**config.mk**
```make
export PLATFORM = sky130hd
export DESIGN_NAME = cmpl_event_router
export DESIGN_NICKNAME = d
export VERILOG_FILES = /design/src/rtl/cmpl_pkg.sv /design/src/rtl/cmpl_decode.sv /design/src/rtl/cmpl_bitreg.sv /design/src/rtl/cmpl_irq_reduce.sv /design/src/rtl/cmpl_event_router.sv
export SDC_FILE = /design/constraint.sdc
export NUM_CORES = 1
export LEC_CHECK = 0
export BUFFER_PORTS_ARGS = -buffer_cell sky130_fd_sc_hd__buf_2
export CORE_AREA = 2 2 199 201
export CTS_CLUSTER_SIZE = 14
export DETAILED_ROUTE_END_ITERATION = 8
export DIE_AREA = 0 0 201 203
export PLACE_DENSITY = 0.45
export SLEW_MARGIN = 20
export SYNTH_ARGS = -nofsm -noshare
export SYNTH_HDL_FRONTEND = slang
export SYNTH_SLANG_ARGS = --single-unit
```
**constraint.sdc**
```tcl
create_clock -name clk -period 1.7 [get_ports clk]
set_input_delay 0.34 -clock clk [delete_from_list [all_inputs] [get_ports clk]]
set_output_delay 0.34 -clock clk [all_outputs]
set_load 0.05 [all_outputs]
```
**src/rtl/cmpl_pkg.sv**
```systemverilog
package cmpl_pkg;
   // Control word field positions (the sequencer encodes them this way)
   localparam int MODE_BIT    = 11;
   localparam int CODE_LSB    = 12;
   localparam int FIN_INT_BIT = 20;
   localparam int MID_INT_BIT = 21;
   localparam int FIN_CHN_BIT = 22;
   localparam int MID_CHN_BIT = 23;
   localparam int CTRL_MIN_W  = 24;

   // Completion point selected by the mode bit
   typedef enum logic {
      PT_DATA_DONE = 1'b0,
      PT_HANDOFF   = 1'b1
   } cmpl_point_e;

   typedef struct packed {
      logic fin_int;
      logic mid_int;
      logic fin_chn;
      logic mid_chn;
   } cmpl_en_t;
endpackage

```
**src/rtl/cmpl_decode.sv**
```systemverilog
module cmpl_decode
   import cmpl_pkg::*;
#(
   parameter int          CODE_W = 6,
   parameter int          CTRL_W = 32,
   parameter cmpl_point_e POINT  = PT_DATA_DONE,
   localparam int         NUM    = 1 << CODE_W
) (
   input  logic              clk,
   input  logic              rst_n,
   input  logic              vld_i,
   input  logic              last_i,
   input  logic [CTRL_W-1:0] ctrl_i,
   output logic [NUM-1:0]    int_set_o,
   output logic [NUM-1:0]    chn_set_o
);
   if (CTRL_W < CTRL_MIN_W) begin : g_bad_ctrl_w
      $error("cmpl_decode: CTRL_W too small for the enable fields");
   end
   if (CODE_LSB + CODE_W > FIN_INT_BIT) begin : g_bad_code_w
      $error("cmpl_decode: CODE_W overlaps the enable fields");
   end

   logic [CODE_W-1:0] code;
   cmpl_en_t          en;
   logic              counts;
   logic              int_hit;
   logic              chn_hit;
   logic [NUM-1:0]    code_dec;
   logic              unused_ctrl_bits;

   assign code   = ctrl_i[CODE_LSB +: CODE_W];
   assign en     = '{fin_int: ctrl_i[FIN_INT_BIT], mid_int: ctrl_i[MID_INT_BIT],
                     fin_chn: ctrl_i[FIN_CHN_BIT], mid_chn: ctrl_i[MID_CHN_BIT]};
   assign counts = vld_i && (cmpl_point_e'(ctrl_i[MODE_BIT]) == POINT);

   assign int_hit = counts && (last_i ? en.fin_int : en.mid_int);
   assign chn_hit = counts && (last_i ? en.fin_chn : en.mid_chn);

   for (genvar i = 0; i < NUM; i++) begin : g_dec
      assign code_dec[i] = (code == CODE_W'(i));
   end

   assign int_set_o = int_hit ? code_dec : '0;
   assign chn_set_o = chn_hit ? code_dec : '0;

   assign unused_ctrl_bits = ^ctrl_i;


   int_onehot_chk: assert property (@(posedge clk) disable iff (!rst_n)
      $onehot0(int_set_o));

   chn_onehot_chk: assert property (@(posedge clk) disable iff (!rst_n)
      $onehot0(chn_set_o));

   wrong_point_chk: assert property (@(posedge clk) disable iff (!rst_n)
      (ctrl_i[MODE_BIT] != logic'(POINT)) |-> (int_set_o == '0 && chn_set_o == '0));
endmodule

```
**src/rtl/cmpl_bitreg.sv**
```systemverilog
module cmpl_bitreg #(
   parameter int W        = 64,
   parameter bit SET_WINS = 1'b1
) (
   input  logic         clk,
   input  logic         rst_n,
   input  logic [W-1:0] set_i,
   input  logic [W-1:0] clr_i,
   output logic [W-1:0] q_o
);
   if (W < 1) begin : g_bad_w
      $error("cmpl_bitreg: W must be positive");
   end

   logic [W-1:0] q_d;

   if (SET_WINS) begin : g_set_wins
      assign q_d = (q_o & ~clr_i) | set_i;

      set_wins_chk: assert property (@(posedge clk) disable iff (!rst_n)
         (|set_i) |=> ((q_o & $past(set_i)) == $past(set_i)));
   end else begin : g_clr_wins
      assign q_d = (q_o | set_i) & ~clr_i;
   end

   always_ff @(posedge clk or negedge rst_n) begin
      if (!rst_n) q_o <= '0;
      else        q_o <= q_d;
   end


   clr_only_chk: assert property (@(posedge clk) disable iff (!rst_n)
      (|(clr_i & ~set_i)) |=> ((q_o & $past(clr_i & ~set_i)) == '0));

   hold_chk: assert property (@(posedge clk) disable iff (!rst_n)
      1'b1 |=> (((q_o ^ $past(q_o)) & ~$past(set_i | clr_i)) == '0));
endmodule

```
**src/rtl/cmpl_irq_reduce.sv**
```systemverilog
module cmpl_irq_reduce #(
   parameter int W    = 64,
   parameter int LEAF = 8,
   localparam int NGRP = W / LEAF
) (
   input  logic [W-1:0] pend_i,
   input  logic [W-1:0] ien_i,
   output logic         irq_o
);
   if (W % LEAF != 0) begin : g_bad_leaf
      $error("cmpl_irq_reduce: W must be a multiple of LEAF");
   end

   logic [NGRP-1:0] grp_hit;

   for (genvar g = 0; g < NGRP; g++) begin : g_grp
      assign grp_hit[g] = |(pend_i[g*LEAF +: LEAF] & ien_i[g*LEAF +: LEAF]);
   end

   assign irq_o = |grp_hit;
endmodule

```
**src/rtl/cmpl_event_router.sv**
```systemverilog
module cmpl_event_router
   import cmpl_pkg::*;
#(
   parameter int  CODE_W = 6,
   parameter int  CTRL_W = 32,
   parameter int  LEAF   = 8,
   localparam int NUM    = 1 << CODE_W
) (
   input  logic              clk,
   input  logic              rst_n,
   input  logic              hand_vld_i,
   input  logic              hand_last_i,
   input  logic [CTRL_W-1:0] hand_ctrl_i,
   input  logic              done_vld_i,
   input  logic              done_last_i,
   input  logic [CTRL_W-1:0] done_ctrl_i,
   input  logic [NUM-1:0]    pend_clr_i,
   input  logic [NUM-1:0]    chain_clr_i,
   input  logic [NUM-1:0]    ien_set_i,
   input  logic [NUM-1:0]    ien_clr_i,
   output logic [NUM-1:0]    pend_o,
   output logic [NUM-1:0]    chain_o,
   output logic [NUM-1:0]    ien_o,
   output logic              irq_o
);
   localparam int NPORT = 2;

   logic              p_vld  [NPORT];
   logic              p_last [NPORT];
   logic [CTRL_W-1:0] p_ctrl [NPORT];
   logic [NUM-1:0]    p_int  [NPORT];
   logic [NUM-1:0]    p_chn  [NPORT];
   logic [NUM-1:0]    pend_set;
   logic [NUM-1:0]    chain_set;

   // port 0: handoff point, port 1: data-done point
   assign p_vld[0]  = hand_vld_i;
   assign p_last[0] = hand_last_i;
   assign p_ctrl[0] = hand_ctrl_i;
   assign p_vld[1]  = done_vld_i;
   assign p_last[1] = done_last_i;
   assign p_ctrl[1] = done_ctrl_i;

   for (genvar p = 0; p < NPORT; p++) begin : g_port
      cmpl_decode #(
         .CODE_W (CODE_W),
         .CTRL_W (CTRL_W),
         .POINT  ((p == 0) ? PT_HANDOFF : PT_DATA_DONE)
      ) u_dec (
         .clk       (clk),
         .rst_n     (rst_n),
         .vld_i     (p_vld[p]),
         .last_i    (p_last[p]),
         .ctrl_i    (p_ctrl[p]),
         .int_set_o (p_int[p]),
         .chn_set_o (p_chn[p])
      );
   end


   assign pend_set  = p_int[0] | p_int[1];
   assign chain_set = p_chn[0] | p_chn[1];

   cmpl_bitreg #(.W(NUM), .SET_WINS(1'b1)) u_pend (
      .clk (clk), .rst_n (rst_n), .set_i (pend_set), .clr_i (pend_clr_i), .q_o (pend_o)
   );

   cmpl_bitreg #(.W(NUM), .SET_WINS(1'b1)) u_chain (
      .clk (clk), .rst_n (rst_n), .set_i (chain_set), .clr_i (chain_clr_i), .q_o (chain_o)
   );

   cmpl_bitreg #(.W(NUM), .SET_WINS(1'b1)) u_ien (
      .clk (clk), .rst_n (rst_n), .set_i (ien_set_i), .clr_i (ien_clr_i), .q_o (ien_o)
   );

   cmpl_irq_reduce #(.W(NUM), .LEAF(LEAF)) u_irq (
      .pend_i (pend_o), .ien_i (ien_o), .irq_o (irq_o)
   );


   irq_no_en_chk: assert property (@(posedge clk) disable iff (!rst_n)
      (ien_o == '0) |-> !irq_o);

   irq_src_chk: assert property (@(posedge clk) disable iff (!rst_n)
      $rose(irq_o) |-> ($past(pend_set | ien_set_i) != '0));

   report_lands_chk: assert property (@(posedge clk) disable iff (!rst_n)
      (pend_set != '0) |=> ((pend_o & $past(pend_set)) != '0));
endmodule

```
Yosys cells after proc, flatten, opt, wreduce, memory -nomap -nowiden
Cells that the tools add are included.
{"block": "word_totals", "reg_bits": 192, "word_cells": 166}
{"block": "op_classes", "eq_ne": 126, "muxes": 8, "bitwise": 20, "reduce_logical": 9}
{"operator": "$eq 6x6->1 const B", "n": 64}
{"operator": "$or 64x64->64", "n": 5}
{"operator": "$mux 64", "n": 4}
{"operator": "$and 64x64->64", "n": 3}
{"operator": "$eq 6x5->1 const B", "n": 32}
{"operator": "$not 64->64", "n": 3}
{"operator": "$eq 6x4->1 const B", "n": 16}
{"operator": "$and 8x8->8", "n": 8}
{"operator": "$reduce_or 64->1", "n": 1}
{"operator": "$eq 6x3->1 const B", "n": 8}
{"operator": "$eq 6x2->1 const B", "n": 4}
{"operator": "$eq 6x1->1 const B", "n": 2}
{"operator": "$logic_not 6->1", "n": 2}
{"operator": "$logic_and 1x1->1", "n": 6}
{"operator": "$mux 1", "n": 4}
{"operator": "$not 1->1", "n": 1}

Logic depth before layout (Yosys ltp)
Gate-level depths: netlist of run 1.
{"block": "depth", "ltp_word": 6, "ltp_mapped": 5, "ltp_nobuf": 4}

Modules after synthesis
A second synthesis of run 1 with hierarchy kept.
{"block": "unflattened", "cells_unflattened": 1123, "area_unflattened_um2": 10621.4}
{"mod": "cmpl_bitreg", "instances": 3, "cells_each": 192, "area_per_inst_um2": 2322.2, "seq_area_each_um2": 1601.5}
{"mod": "cmpl_decode at g_port[1].u_dec", "instances": 1, "cells_each": 192, "area_per_inst_um2": 1330.0, "seq_area_each_um2": 0.0}
{"mod": "cmpl_decode at g_port[0].u_dec", "instances": 1, "cells_each": 190, "area_per_inst_um2": 1161.1, "seq_area_each_um2": 0.0}
{"mod": "cmpl_event_router", "instances": 1, "cells_each": 128, "area_per_inst_um2": 800.8, "seq_area_each_um2": 0.0}
{"mod": "cmpl_irq_reduce", "instances": 1, "cells_each": 37, "area_per_inst_um2": 362.8, "seq_area_each_um2": 0.0}

Worst setup path after synthesis of run 1
Ideal clock, no wire load.
{"block": "synth_path", "path_kind": "reg-to-output", "start": "reg u_pend.q_o[34]", "end": "out irq_o", "t_arrival_ns": 1.890, "required_time_ns": 1.360, "setup_slack_ns": -0.530, "path_stages_with_launch": 5, "path_buffers": 0, "cell_sequence": "dfrtp_1 > a22o_1 > a221oi_2 > nand4_1 > or4_1"}
{"block": "synth_via", "elab_chain_cells": 2}
{"element": "start, declared", "line_no": "cmpl_bitreg.sv:9", "text": "output logic [W-1:0] q_o"}
{"element": "start signal, assigned", "line_no": "cmpl_bitreg.sv:28", "text": "else q_o <= q_d;"}
{"element": "$and 8x8->8", "line_no": "cmpl_irq_reduce.sv:17", "text": "assign grp_hit[g] = |(pend_i[g*LEAF +: LEAF] & ien_i[g*LEAF +: LEAF]);"}
{"element": "$reduce_or 64->1", "line_no": "cmpl_irq_reduce.sv:20", "text": "assign irq_o = |grp_hit;"}
{"element": "end, declared", "line_no": "cmpl_event_router.sv:24", "text": "output logic irq_o"}
Every way passes these cells.

Worst setup path after layout of run 1
{"block": "layout_path", "start": "reg u_pend.q_o[52]", "end": "out irq_o"}
Same word-level chain as after synthesis.

==> results.md, run 1 <==
* Final setup vio count at 1
* CP Capture Point: irq_o
* Synthesis-to-finish area growth at 65.3%
* Max-slew violations at 0
* Post-synthesis sequential area ratio at 58.1%
* Fin crit share at 155%
* Row count at 72
* Stages on the worst setup path at 5
* Postcts setup bufs at 0
* Placed inst area at 13,000 sq um
* Post-synthesis simple-gate area fraction at 14.2%
* Largest net degree at the start of global routing at 55
* Die ar. at 40,800 sq um
* Adder-Cell Fraction of Synth Area at 0%
* CP Capture Type: output port
* Clk_skew at 0 ps
* Area share of xor/xnor cells in the synthesized design at 0%
* Power per cell area at 799 nW/um^2
* Worst r2r src: u_pend.q_o[30]
* CP Max Fanout at 2
* # fillers at 4,049
* Final nets at 1,720
* Share of layout cells above drive strength 1 at 55.3%
* VDD IR-drop max at 0.000575 V
* Starting density of the core at 21.5%
* Vias in the first global route at 9,334
* Fin. Hold Viols at 0
* F_max at 379 MHz
* Lkg Pwr at 7.13 nW
* Maxcap violations at 0
* Final worst setup slack at -942 ps
* Setup crit start: u_pend.q_o[52]
* Post-synth top area share at 58.1%
* Core area at 38,500 sq um
* Port-buffer cells at 476
* Violated checks: negative setup slack
* Synth Net Count at 1,031
* Maximum buffer depth of the clock tree at 2
* Fraction of synthesized area in multiplexers at 0.484%
* Drt first pass iters at 5
* Worst-skew pair later-pin latency at 450 ps
* CP arrival at 2300 ps
* Root Buffer: clkbuf_16
* CTS Sinks at 192
* Number of synthesized register bits at 192
* CP startpoint kind: flip-flop
* CTS tree: built
* Clock slew at reported path FFs at 80 ps
* Remaining antenna violation count at 0
* Clock buffer count from CTS at 17
* R2r setup slk at 690 ps
* Ranking of synthesized cells by area: dfrtp_1 (58%), o221ai_1 (14%), nand2b_1 (9.5%), a21o_1 (5.8%), inv_1 (2.9%)
* Syn Inst Count at 705
* Final WL at 44,400 um
* Largest family of logic cells by synthesized area: compound AO/OA/AOI/OAI gates
* Utilization after layout at 35.5%
* R2R Path End: u_pend.q_o[30]
* Fraction of registers with async set or reset after synthesis at 100%
* Ys Warns at 0
* Largest delay share family, worst path: simple AND/OR/NAND/NOR gates
* RSZ-0062 raised after global routing: true
* Least-Margin Pin Slew at 537 ps
* Vias at 8,764
* Area leader, netlist: dfrtp_1
* Slew HR at 64.2%
* Die Width at 201 um
* Synth unique cells at 19
* Ys flop type: dfrtp_1
* Max H-tree Level at 4
* Remaining Overflow, GRT at 0
* Pre-CTS WS at -576 ps
* Slowest-stage cell, CP: or4_4
* Global-route wire length before repair at 63,500 um
* DR WL/cell at 23.0 um
* Cell Chain, Critical Path: a22o_1 -> a221oi_2 -> nand4_1 -> or4_4 -> buf_6
* Vias per inst at 4.55
* Synth Area in Compound Gates at 23.4%
* Worst hold-check path type: primary input to flip-flop
* Antenna violations before repair at 6
* Reg2reg path depth at 4
* Residual DRC at 0
* CP required at 1360 ps
* Crit Path Class: flip-flop to output port
* CP bufs+invs at 1
* EDFF count, synth at 0
* Synthesized area at 8270 sq um
* Outcome: finished with violations
* Mean Syn Cell Area at 11.7 sq um
* Post-layout min period at 2640 ps
* Die Span Y at 203 um
* Hpwl dp at 35,000 um
* Finished Cell Area at 13,700 sq um
* Top-Level Pins at 519
* Placer Congestion at 0.864
* Worst stage delay on the critical path at 570 ps
* GRT Total Usage at 21.7%
* DRT iter0 DRCs at 504
==> worst reg2reg max path: stages, from the launching register on <==
cell	delay (ps)
dfrtp_1	410
buf_4	180
nand2b_1	70
o221ai_1	100
buf_4	160
==> worst min path at each step <==
stage / start / endpoint / slack (ps) / cells after the start
2_1_floorplan: rst_n / u_chain.q_o[0] / 40 / 0
3_3_place_gp: rst_n / u_chain.q_o[41] / 320 / 1
3_5_place_dp: rst_n / u_chain.q_o[41] / 330 / 1
4_1_cts: ien_set_i[21] / u_ien.q_o[21] / 30 / 2
5_1_grt: ien_set_i[4] / u_ien.q_o[4] / 30 / 2
6_report: ien_set_i[0] / u_ien.q_o[0] / 60 / 2
==> power by group <==
part	total [mW]	switching, mW	internal, mW
clock	4.29	1.94	2.35
combinational	1.85	1.12	0.730
sequential	4.78	0.0843	4.70
==> per-stage QoR <==
stage	setup TNS, ps	instances	power, mW	hold slack, ps
detailed placement	-628	1892	6.73	333
floorplan	-319	705	5.67	44.4
global placement	-586	1892	6.74	324
finish	-942	1927	10.9	60.5
CTS	-1040	1925	11.1	28.4
global route	-1050	1927	11.4	30.5
==> layout by cell type, fill, tap and decap left out, types with 4 or more instances in the layout <==
cell type    n
a21o_1      64
a221oi_1     8
a221oi_2     8
a22o_1      16
buf_12      14
buf_2      473
buf_4      195
clkbuf_16   17
dfrtp_1    141
dfrtp_2     51
inv_1       64
inv_6        6
mux2i_1      4
nand2_1     31
nand2b_1   126
nand3_1     15
nand4_1      6
nor2_1       8
nor2b_1     12
o221ai_1   128
==> state kept, by name, summed over array words and instances, names as in the netlist <==
signal	flops
u_chain.q_o	64
u_ien.q_o	64
u_pend.q_o	64
==> repair_timing <==
action | CTS | global route
hold buffers | 1 | 0
endpoints found under the setup margin | 1 | 2
pin swaps | 1 | 1
hold endpoints to repair | 43 | 0
resized for setup | 2 | 1
==> synth_stat cells, drive strengths merged (4+ instances only) <==
library cell  count
a21o             64
a221oi           16
a22o             16
buf              16
dfrtp           192
inv              64
mux2i             4
nand2            31
nand2b          126
nand3            16
nand4             6
nor2             10
nor2b            12
o221ai          128
==> layer usage <==
layer	track usage, %	share of wire, %	up-vias
li1	-	-	4024
met1	27.5	42	4290
met2	37.2	49	410
met3	5.38	6.8	34
met4	5.03	1.4	6
met5	0	0.070	-
==> area by class of cell <==
cell class                 count  area (sq um)  share of cell area [%]
inverter                      64           240                    1.76
tap                          518           648                    4.74
clock buffer                  19           433                    3.17
sequential                   192          4870                    35.6
clock inverter                13           174                    1.27
multi-input combinational    433          3150                    23.0
timing repair buffer         686          4160                    30.4
antenna                        2          5.00                  0.0366
==> kinds of logic after synthesis <==
| family | count (synthesis) |
|---|---|
| AND/OR/NAND/NOR | 205 |
| AO/OA/AOI/OAI | 224 |
| flip-flops | 192 |
| buffers and inverters | 80 |
| multiplexers | 4 |
Note: power is estimated with default switching activity, not from simulation.
==> run 2: changes to the inputs <==
--- a/config.mk
+++ b/config.mk
@@ -6,11 +6,13 @@
 export NUM_CORES = 1
 export LEC_CHECK = 0
 export BUFFER_PORTS_ARGS = -buffer_cell sky130_fd_sc_hd__buf_2
-export CORE_AREA = 2 2 199 201
+export CORE_AREA = 2 2 203 205
+export CTS_BUF_LIST = sky130_fd_sc_hd__clkbuf_4
 export CTS_CLUSTER_SIZE = 14
 export DETAILED_ROUTE_END_ITERATION = 8
-export DIE_AREA = 0 0 201 203
-export PLACE_DENSITY = 0.45
+export DIE_AREA = 0 0 205 207
+export GPL_TIMING_DRIVEN = 0
+export PLACE_DENSITY = 0.43
 export SLEW_MARGIN = 20
 export SYNTH_ARGS = -nofsm -noshare
 export SYNTH_HDL_FRONTEND = slang
==> results.md, run 2 (synthesized netlist as in run 1, its figures left out) <==
* Outcome: finished with violations
* Violated checks: negative setup slack
* Maxcap violations at 0 (unchanged)
* Hpwl dp at 33,000 um (-5.7%)
* Die Width at 205 um (+2.0%)
* DR WL/cell at 23.0 um (-0.28%)
* Slew HR at 46.5% (-18 points)
* VDD IR-drop max at 0.000411 V (-28%)
* Root Buffer: clkbuf_4
* Final Non-Filler Cells at 2,034 (+5.6%)
* Final WL at 46,700 um (+5.3%)
* Port-buffer cells at 476 (unchanged)
* Starting density of the core at 20.5% (-1.0 points)
* DRT iter0 DRCs at 518 (+2.8%)
* CP Capture Type: output port
* Top-Level Pins at 519 (unchanged)
* Global-route wire length before repair at 66,300 um (+4.4%)
* Worst hold margin at 110 ps (+49.2 ps)
* F_max at 334 MHz (-12%)
* Worst stage delay on the critical path at 530 ps (-40 ps)
* Core area at 40,400 sq um (+4.9%)
* Drt first pass iters at 5 (unchanged)
* Clock buffer count from CTS at 17 (unchanged)
* CTS Sinks at 192 (unchanged)
* Design Power at 9.51 mW (-13%)
* Cell Chain, Critical Path: a22o_1 -> a221oi_2 -> nand4_1 -> or4_4 -> buf_12
* Vias in the first global route at 9,982 (+6.9%)
* Max-slew violations at 0 (unchanged)
* CP Max Fanout at 3 (+1)
* Least-Margin Pin Slew at 801 ps (+264 ps)
* Share of layout cells above drive strength 1 at 43.0% (-12 points)
* Maximum buffer depth of the clock tree at 2 (unchanged)
* Vias per inst at 4.56 (+0.23%)
* GRT Total Usage at 21.8% (+0.083 points)
* Largest net degree at the start of global routing at 87 (+58%)
* Most common cell after layout, fill and taps aside: buf_2
* CTS tree: built
* Worst hold-check path type: primary input to async pin
* Lkg Pwr at 7.33 nW (+2.7%)
* Clk_skew at 0 ps (unchanged)
* Placed Instances at 1,715 (-9.4%)
* Largest regs: u_chain.q_o: 64 flops, u_ien.q_o: 64 flops, u_pend.q_o: 64 flops
* CP startpoint kind: flip-flop
* R2r setup slk at 310 ps (-380 ps)
* Post-layout min period at 2990 ps (+350 ps)
* Fin. Hold Viols at 0 (unchanged)
* RSZ-0062 raised after global routing: true
* Placed inst area at 11,500 sq um (-12%)
* Fin crit share at 176% (+21 points)
* Remaining Overflow, GRT at 0 (unchanged)
* Antenna violations before repair at 8 (+2)
* Placer Congestion at 0.836 (-3.3%)
* Clock slew at reported path FFs at 160 ps (+80 ps)
* Power per cell area at 604 nW/um^2 (-24%)
* Largest delay share family, worst path: simple AND/OR/NAND/NOR gates
* CP required at 1360 ps (about the same)
* Crit Path Class: flip-flop to output port
* Vias at 9,272 (+5.8%)
* Die Span Y at 207 um (+2.0%)
* Finished Cell Area at 15,700 sq um (+15%)
* Utilization after layout at 39.0% (+3.5 points)
* Max H-tree Level at 4 (unchanged)
* Synthesis-to-finish area growth at 90.4%
* CP bufs+invs at 1 (unchanged)
* Slowest-stage cell, CP: or4_4
* Die ar. at 42,400 sq um (+4.0%)
* Final nets at 1,809 (+5.2%)
* Residual DRC at 0 (unchanged)
* Pre-CTS WS at -952 ps (-375 ps)
* Post-Route Setup TNS at -1530 ps (-590 ps)
* Worst-skew pair later-pin latency at 650 ps (+200 ps)
* Most frequent cells in the layout: buf_2 (298), dlygate4sd3_1 (257), buf_6 (162)
* CP arrival at 2650 ps (+350 ps)
* Row count at 74 (+2.8%)
* Remaining antenna violation count at 0 (unchanged)
* Final setup vio count at 8 (+7)
* Final worst setup slack at -1290 ps (-350 ps)
run 2: cell count changes in the layout (fill, tap and decap cells not counted), sizes merged:
cell         change
clkinv          +10
clkbuf           -3
inv              -5
buf            -166
bufinv           -2
dlygate4sd3    +256
diode            +4
clkinvlp         -1
run 2: path summary, 6_finish.rpt:
path | from | endpoint | cells after the start
setup / recovery | u_pend.q_o[51] | irq_o | 5
hold / removal | rst_n | u_chain.q_o[12] | 2
setup reg to reg | u_ien.q_o[49] | u_ien.q_o[49] | 3
hold reg to reg | u_chain.q_o[49] | u_chain.q_o[49] | 2
max in group asynchronous | rst_n | u_ien.q_o[16] | 3
min in group clk | hand_ctrl_i[16] | u_chain.q_o[51] | 3
run 2: area by class of cell:
class | count | area [sq um]
antenna | 6 | 15.0
sequential | 192 | 4910
timing repair buffer | 759 | 6360
tap | 532 | 666
fill | 3962 | 24600
clock buffer | 17 | 128
inverter | 64 | 240
buffer | 16 | 80.1
clock inverter | 15 | 101
multi-input combinational | 433 | 3250
run 2: what timing repair did:
action                                  CTS  global route
resized for setup                       317           100
endpoints found under the setup margin  191           166
endpoints found under the hold margin   384             0
hold buffers                            257             0
pin swaps                                 4             5
setup buffers                             7            18
run 2: routing by layer:
metal | wire length [um] | up-vias | global-route usage [%]
li1 | - | 4207 | -
met1 | 19300 | 4611 | 26.8
met2 | 23600 | 409 | 38.2
met3 | 2820 | 43 | 4.85
met4 | 874 | 2 | 5.63
met5 | 16 | - | 0
run 2: worst register-to-register path: cells and delay by family, from the launching register on:
family	cells	cell delay, ps
flip-flops	1	460
buffers and inverters	2	690
AO/OA/AOI/OAI	1	140
run 2: power breakdown:
group          total (mW)  switching [mW]  leakage (nW)  internal, mW
logic                2.27            1.14          4.83          1.13
registers            4.87           0.159          2.37          4.71
clock network        2.37            1.68         0.126         0.686
total                9.51            2.99          7.33          6.52
